## src/rtl/sdn_pkg.sv

```systemverilog
package sdn_pkg;

    // Digitized shutdown-line level as seen by the sequencer
    typedef struct packed {
        logic below_lo;
        logic above_hi;
    } line_lvl_t;

    localparam line_lvl_t LINE_RESET = '{below_lo: 1'b0, above_hi: 1'b0};

endpackage

```

## src/rtl/sdn_sync.sv

```systemverilog
module sdn_sync
    import sdn_pkg::*;
#(
    parameter int STAGES = 2
) (
    input  logic      clk,
    input  logic      rst_n,
    input  line_lvl_t raw,
    output line_lvl_t synced
);

    generate
        if (STAGES == 0) begin : g_bypass
            assign synced = raw;
        end else begin : g_chain
            line_lvl_t chain_d [STAGES];
            line_lvl_t chain_q [STAGES];

            always_comb begin
                chain_d[0] = raw;
                for (int i = 1; i < STAGES; i++) begin
                    chain_d[i] = chain_q[i-1];
                end
            end

            always_ff @(posedge clk or negedge rst_n) begin
                if (!rst_n) begin
                    for (int i = 0; i < STAGES; i++) chain_q[i] <= LINE_RESET;
                end else begin
                    for (int i = 0; i < STAGES; i++) chain_q[i] <= chain_d[i];
                end
            end

            assign synced = chain_q[STAGES-1];
        end
    endgenerate

endmodule

```

## src/rtl/sdn_hold.sv

```systemverilog
module sdn_hold #(
    parameter int HOLD_MIN = 4
) (
    input  logic clk,
    input  logic rst_n,
    input  logic trip_ok,
    input  logic below_lo,
    output logic pd
);

    localparam int CW = (HOLD_MIN < 1) ? 1 : $clog2(HOLD_MIN + 1);
    localparam logic [CW-1:0] RELOAD = CW'(HOLD_MIN);

    typedef struct packed {
        logic          pd;
        logic [CW-1:0] cnt;
    } hold_t;

    hold_t st_d, st_q;

    always_comb begin
        st_d = st_q;
        if (trip_ok) begin
            // a fresh trip (re)starts the hold
            st_d.pd  = 1'b1;
            st_d.cnt = RELOAD;
        end else if (st_q.pd) begin
            if (st_q.cnt != '0) begin
                st_d.cnt = st_q.cnt - 1'b1;
            end else if (below_lo) begin
                st_d.pd = 1'b0;
            end
        end
    end

    always_ff @(posedge clk or negedge rst_n) begin
        if (!rst_n) begin
            st_q <= '{pd: 1'b0, cnt: '0};
        end else begin
            st_q <= st_d;
        end
    end

    assign pd = st_q.pd;

endmodule

```

## src/rtl/sdn_gate.sv

```systemverilog
module sdn_gate (
    input  logic clk,
    input  logic rst_n,
    input  logic trip_ok,
    input  logic pd,
    input  logic below_lo,
    input  logic above_hi,
    output logic en
);

    logic en_d, en_q;

    always_comb begin
        en_d = en_q;
        if (trip_ok || pd || below_lo) begin
            en_d = 1'b0;
        end else if (above_hi) begin
            en_d = 1'b1;
        end
        // neither flag: keep previous state (hysteresis band)
    end

    always_ff @(posedge clk or negedge rst_n) begin
        if (!rst_n) begin
            en_q <= 1'b0;
        end else begin
            en_q <= en_d;
        end
    end

    assign en = en_q;

endmodule

```

## src/rtl/sdn_seq.sv

```systemverilog
module sdn_seq
    import sdn_pkg::*;
#(
    parameter int SYNC_STAGES = 2,
    parameter int HOLD_MIN    = 4
) (
    input  logic clk,
    input  logic rst_n,
    input  logic trip_i,
    input  logic uvlo_i,
    input  logic line_lo_i,
    input  logic line_hi_i,
    output logic pulldown_o,
    output logic gate_off_o
);

    line_lvl_t line_raw, line_s;
    logic      trip_ok;
    logic      pd;
    logic      en;

    assign line_raw = '{below_lo: line_lo_i, above_hi: line_hi_i};
    assign trip_ok  = trip_i & ~uvlo_i;

    sdn_sync #(.STAGES(SYNC_STAGES)) u_sync (
        .clk    (clk),
        .rst_n  (rst_n),
        .raw    (line_raw),
        .synced (line_s)
    );

    sdn_hold #(.HOLD_MIN(HOLD_MIN)) u_hold (
        .clk      (clk),
        .rst_n    (rst_n),
        .trip_ok  (trip_ok),
        .below_lo (line_s.below_lo),
        .pd       (pd)
    );

    sdn_gate u_gate (
        .clk      (clk),
        .rst_n    (rst_n),
        .trip_ok  (trip_ok),
        .pd       (pd),
        .below_lo (line_s.below_lo),
        .above_hi (line_s.above_hi),
        .en       (en)
    );

    // fast path: a qualified trip bypasses every register
    assign gate_off_o = ~en | trip_ok;
    assign pulldown_o = pd;

endmodule

```

## config.mk

```make
export PLATFORM = sky130hd
export DESIGN_NAME = sdn_seq
export DESIGN_NICKNAME = d
export VERILOG_FILES = /design/src/rtl/sdn_pkg.sv /design/src/rtl/sdn_sync.sv /design/src/rtl/sdn_hold.sv /design/src/rtl/sdn_gate.sv /design/src/rtl/sdn_seq.sv
export SDC_FILE = /design/constraint.sdc
export NUM_CORES = 1
export LEC_CHECK = 0
export CAP_MARGIN = 0
export CELL_PAD_IN_SITES_DETAIL_PLACEMENT = 0
export CELL_PAD_IN_SITES_GLOBAL_PLACEMENT = 1
export CORE_AREA = 5 5 42 44
export CTS_BUF_LIST = sky130_fd_sc_hd__clkbuf_8
export DETAILED_ROUTE_END_ITERATION = 12
export DIE_AREA = 0 0 47 49
export GPL_ROUTABILITY_DRIVEN = 0
export PLACE_DENSITY = 0.65
export SYNTH_ARGS = -nofsm -noshare
export SYNTH_HDL_FRONTEND = slang
export SYNTH_SLANG_ARGS = --single-unit
```

## constraint.sdc

```tcl
create_clock -name clk -period 3.41 [get_ports clk]
set_input_delay 0.341 -clock clk [delete_from_list [all_inputs] [get_ports clk]]
set_output_delay 0.341 -clock clk [all_outputs]
set_load 0.01 [all_outputs]
```

# After elaboration in Yosys (flattened, before gate mapping)
# Cells that the tools add are included.
classes:
  bitwise: 4
  n_reduce_logical: 7
  addsub: 1
  n_mux: 7
op_table:
  columns: ["op", "count"]
  rows:
  - ["4-bit two-way mux", 2]
  - ["2-bit nonzero test", 3]
  - ["1-bit two-way mux", 4]
  - ["3-bit two-way mux", 1]
  - ["3-bit nonzero test", 1]
  - ["3-bit by 1-bit subtractor with 3-bit output (second input constant)", 1]
  - ["1-bit logical OR", 2]
  - ["1-bit NOT", 2]
  - ["2-bit AND reduction", 1]
  - ["1-bit AND", 1]
  - ["1-bit bitwise OR", 1]
word_totals:
  wordCells: 26
  register_bits: 9
  input_bits: 6

# Longest topological paths before layout
depth:
  word_depth: 5
  depth_mapped: 6
  depth_no_buf: 6

# Modules after synthesis
# A second synthesis with hierarchy kept.
hier_totals:
  hier_cells: 29
  hier_area_um2: 391.6
modules_own_cells:
  columns: ["mod", "cells_per_inst", "area_per_inst_um2", "seq_area_each_um2", "n_inst"]
  rows:
  - ["sdn_hold", 20, 222.7, 100.1, 1]
  - ["sdn_sync", 4, 100.1, 100.1, 1]
  - ["sdn_gate", 3, 41.3, 25.0, 1]
  - ["sdn_seq", 2, 27.5, 0.0, 1]

# Worst setup path after synthesis
# OpenSTA, ideal clock, no wires.
synth_path:
  path_type: "register -> register"
  startpoint: "register u_hold.st_q[0] (netlist name)"
  endpoint: "register u_hold.st_q[2] (netlist name)"
  setup_time_ns: 0.124
  path_buffers: 0
  path_slack_ns: 2.069
  arrival_ns: 1.217
  stages_incl_launch_ff: 7
  synth_period_minus_slack_ns: 1.341
  path_cell_list: "dfrtp_1 > inv_1 > ha_1 > ha_1 > nor2b_4 > nor2_2 > a211o_1"
synth_via:
  elab_chain_len: 4
synth_rtl:
  columns: ["item", "line_no", "text"]
  rows:
  - ["start: declaration", "sdn_hold.sv:19", "hold_t st_d, st_q;"]
  - ["start signal: assignment", "sdn_hold.sv:38", "st_q <= '{pd: 1'b0, cnt: '0};"]
  - ["start signal: assignment", "sdn_hold.sv:40", "st_q <= st_d;"]
  - ["3-bit by 1-bit subtractor with 3-bit output", "sdn_hold.sv:29", "st_d.cnt = st_q.cnt - 1'b1;"]
  - ["3-bit two-way mux", "sdn_hold.sv:28", "if (st_q.cnt != '0) begin"]
  - ["4-bit two-way mux", "sdn_hold.sv:27", "end else if (st_q.pd) begin"]
  - ["4-bit two-way mux", "sdn_hold.sv:23", "if (trip_ok) begin"]
# Parallel ways exist; a longest one is shown, timed or not. The select of a mux whose other input is x is not followed.
# A chain may end at the register's enable or synchronous reset.

# Worst setup path after layout
layout_path:
  startpoint: "input port trip_i"
  endpoint: "output port gate_off_o"
layout_via:
  elab_chain_len: 2
layout_rtl:
  columns: ["item", "line_no", "text"]
  rows:
  - ["start: declaration", "sdn_seq.sv:9", "input logic trip_i,"]
  - ["1-bit AND", "sdn_seq.sv:23", "assign trip_ok = trip_i & ~uvlo_i;"]
  - ["1-bit bitwise OR", "sdn_seq.sv:51", "assign gate_off_o = ~en | trip_ok;"]
  - ["end: declaration", "sdn_seq.sv:14", "output logic gate_off_o"]
# No other way between the ends.

==> reports/metrics.csv <==
stage;metric;value;unit
cells_and_area;area_growth;38.3;%
clock_tree;cts.sinks;9;
status;status;completed;
clock_tree;clockRootBuffer;clkbuf_8;
setup_path;worstPathMaxFanout;6;
placement;hpwl;427;um
setup_path;reg2reg_to;u_hold.st_q[2];
setup_path;setup.worst_path.start_class;primary input;
floorplan;die_width;47;um
sta;fin_crit_sh;62.4;%
setup_path;reg2reg_slack;1990;ps
clock_tree;insertion_delay;230;ps
synth;synth-seq-cells;9;
hold_path;hold_path.class;reg -> reg;
routing;antenna_left;0;
cells_and_area;layout_commonest_cell;dfrtp_1;
setup_path;path_class;in -> out;
setup_path;required;3070;ps
floorplan;rows;14;
routing;routed-via-count;220;
clock_tree;cts_buffers;3;
synth;syn_inst;28;
synth;synth_nets;36;
cells_and_area;mostFrequentLayoutCells;9 x dfrtp_1, 7 x clkdlybuf4s50_1, 5 x inv_1;
clock_tree;hold_buffers;0;
setup_path;r2r_start;u_hold.st_q[0];
routing;drtPass1Iterations;2;
cells_and_area;multi_input_area;113;um2
clock_tree;cts.reportedPaths.clkPinSlew;40;ps
sta;slew_viol_final;0;
cells_and_area;drive_gt1_share;15.4;%
cells_and_area;seqCellArea;225;um2
floorplan;dieArea;0.00230;mm2
setup_path;cp.arrival;1790;ps
sta;final-setup-viol-count;0;
setup_path;worstSetupEndpointType;primary output;
global_routing;antenna_found_initial;0;
sta;worst_slew_pin_slew;402;ps
synth;ys_warn_count;0;
global_routing;grt_pass1_wl;993;um
sta;clock_skew;1.20;ps
placement;placed_cells;51;
pwr;powerDensity;834;mW/mm2
routing;routed_wl;582;um
routing;drtIter0Drc;1;
synth;synth_area;353;um2
cells_and_area;fillers;147;
sta;relSlewSlack;73.1;%
routing;drc;0;
floorplan;ioPinCount;8;
global_routing;grt_start_max_net_pins;10;
floorplan;start_util;25.2;%
placement;io_buffers;7;
floorplan;core;0.00140;mm2
routing;post_drt_wl_per_cell;10.6;um
clock_tree;htreeDepth;1;
cells_and_area;final_cells;55;
flow_run;drv_cap;0;
pwr;vdd_ir_drop_max;0.000281;V
synth;avgSynthCellArea;12.6;um2
synth;synthDistinctLibCells;14;
sta;finalSetupTns;0;ps
floorplan;die_height;49;um
pwr;p_leak;0.000234;uW
global_routing;grt_overflow;0;
clock_tree;clock_path_buffers;2;
setup_path;worstSetupStartpoint;trip_i;
cells_and_area;nets;48;
global_routing;grt_pass1_vias;241;
sta;fmaxAchievable;0.470;GHz
setup_path;endpoint;gate_off_o;
sta;grt_setup_unrepaired;false;
cells_and_area;antenna_cells;0;
clock_tree;cts-resized-gates;0;
sta;hold_viol;0;
clock_tree;post_cts_buffers;0;
sta;fin_crit;2130;ps
routing;vias_per_cell;4.00;
setup_path;r2r_cells;6;
clock_tree;cts_tree;built;
global_routing;grt_use_total;6.61;%
synth;ys_seq_area_share;63.8;%
where the power goes:
group          internal, uW  switching [uW]
clock network          78.1            38.7
registers               136            14.7
logic                  75.4            64.3
total                   289             118
cell families after synthesis:
kind of cell / count (synthesis) / share of synthesized area [%]
simple gates: 9 / 15.3
flops: 9 / 63.8
buf+inv: 4 / 4.25
compound gates: 3 / 7.09
fa+ha+maj: 2 / 7.09
xor+xnor: 1 / 2.48
state kept, by name, indices dropped and copies added (netlist names):
signal,flops
u_gate.en,1
u_hold.pd,1
u_hold.st_q,3
u_sync.g_chain.chain_d,2
u_sync.synced,2
synth_stat cells:
cell type  n  area [um2]
a211o_1    1        8.76
a211oi_1   1        7.51
a21o_2     1        8.76
dfrtp_1    9         225
ha_1       2        25.0
inv_1      4        15.0
nand2_1    1        3.75
nand2b_1   1        6.26
nor2_1     3        11.3
nor2_2     1        6.26
nor2b_1    1        6.26
nor2b_4    1        13.8
nor4_1     1        6.26
xnor2_1    1        8.76
layout make-up:
cell class                 count  area share, %
clock buffer                   3           8.46
inverter                       4           3.08
tap                           16           4.10
clock inverter                 1          0.769
sequential                     9           46.2
timing repair buffer           7           14.4
multi-input combinational     15           23.1
how the worst min path moves through the flow:
stage                                    from                to  slack [ps]  cells after the start
floorplan                               rst_n         u_gate.en          50                      0
detailed placement  u_sync.g_chain.chain_d[0]  u_sync.synced[0]         350                      0
finish              u_sync.g_chain.chain_d[0]  u_sync.synced[0]         360                      0
global placement    u_sync.g_chain.chain_d[1]  u_sync.synced[1]         340                      0
global route        u_sync.g_chain.chain_d[0]  u_sync.synced[0]         380                      0
CTS                 u_sync.g_chain.chain_d[0]  u_sync.synced[0]         360                      0
metal layers:
layer  part of all wire [%]  global-route usage, %  wire [um]
met5                      0                      0          0
met4                    2.7                   5.53         16
met3                    6.5                   3.32         38
met2                     49                   10.2        288
met1                     41                   6.12        239
stage by stage:
stage | cell area (um2) | setup WS [ps] | utilization (%) | hold WS, ps | total power (uW)
after floorplan | 353 | 2070 | - | 45.4 | 255
after global placement | 443 | 1280 | 31.6 | 339 | 290
after detailed placement | 443 | 1280 | 31.6 | 350 | 295
after CTS | 488 | 1270 | 34.8 | 359 | 416
after global routing | 488 | 1220 | 34.8 | 377 | 446
final | 488 | 1280 | 34.8 | 357 | 407
worst max-delay path, stage by stage:
cell             delay, ps
clkdlybuf4s50_1        440
nor2b_1                320
nand2b_1               150
clkdlybuf4s50_1        530
Note: power is estimated with default switching activity, not from simulation.
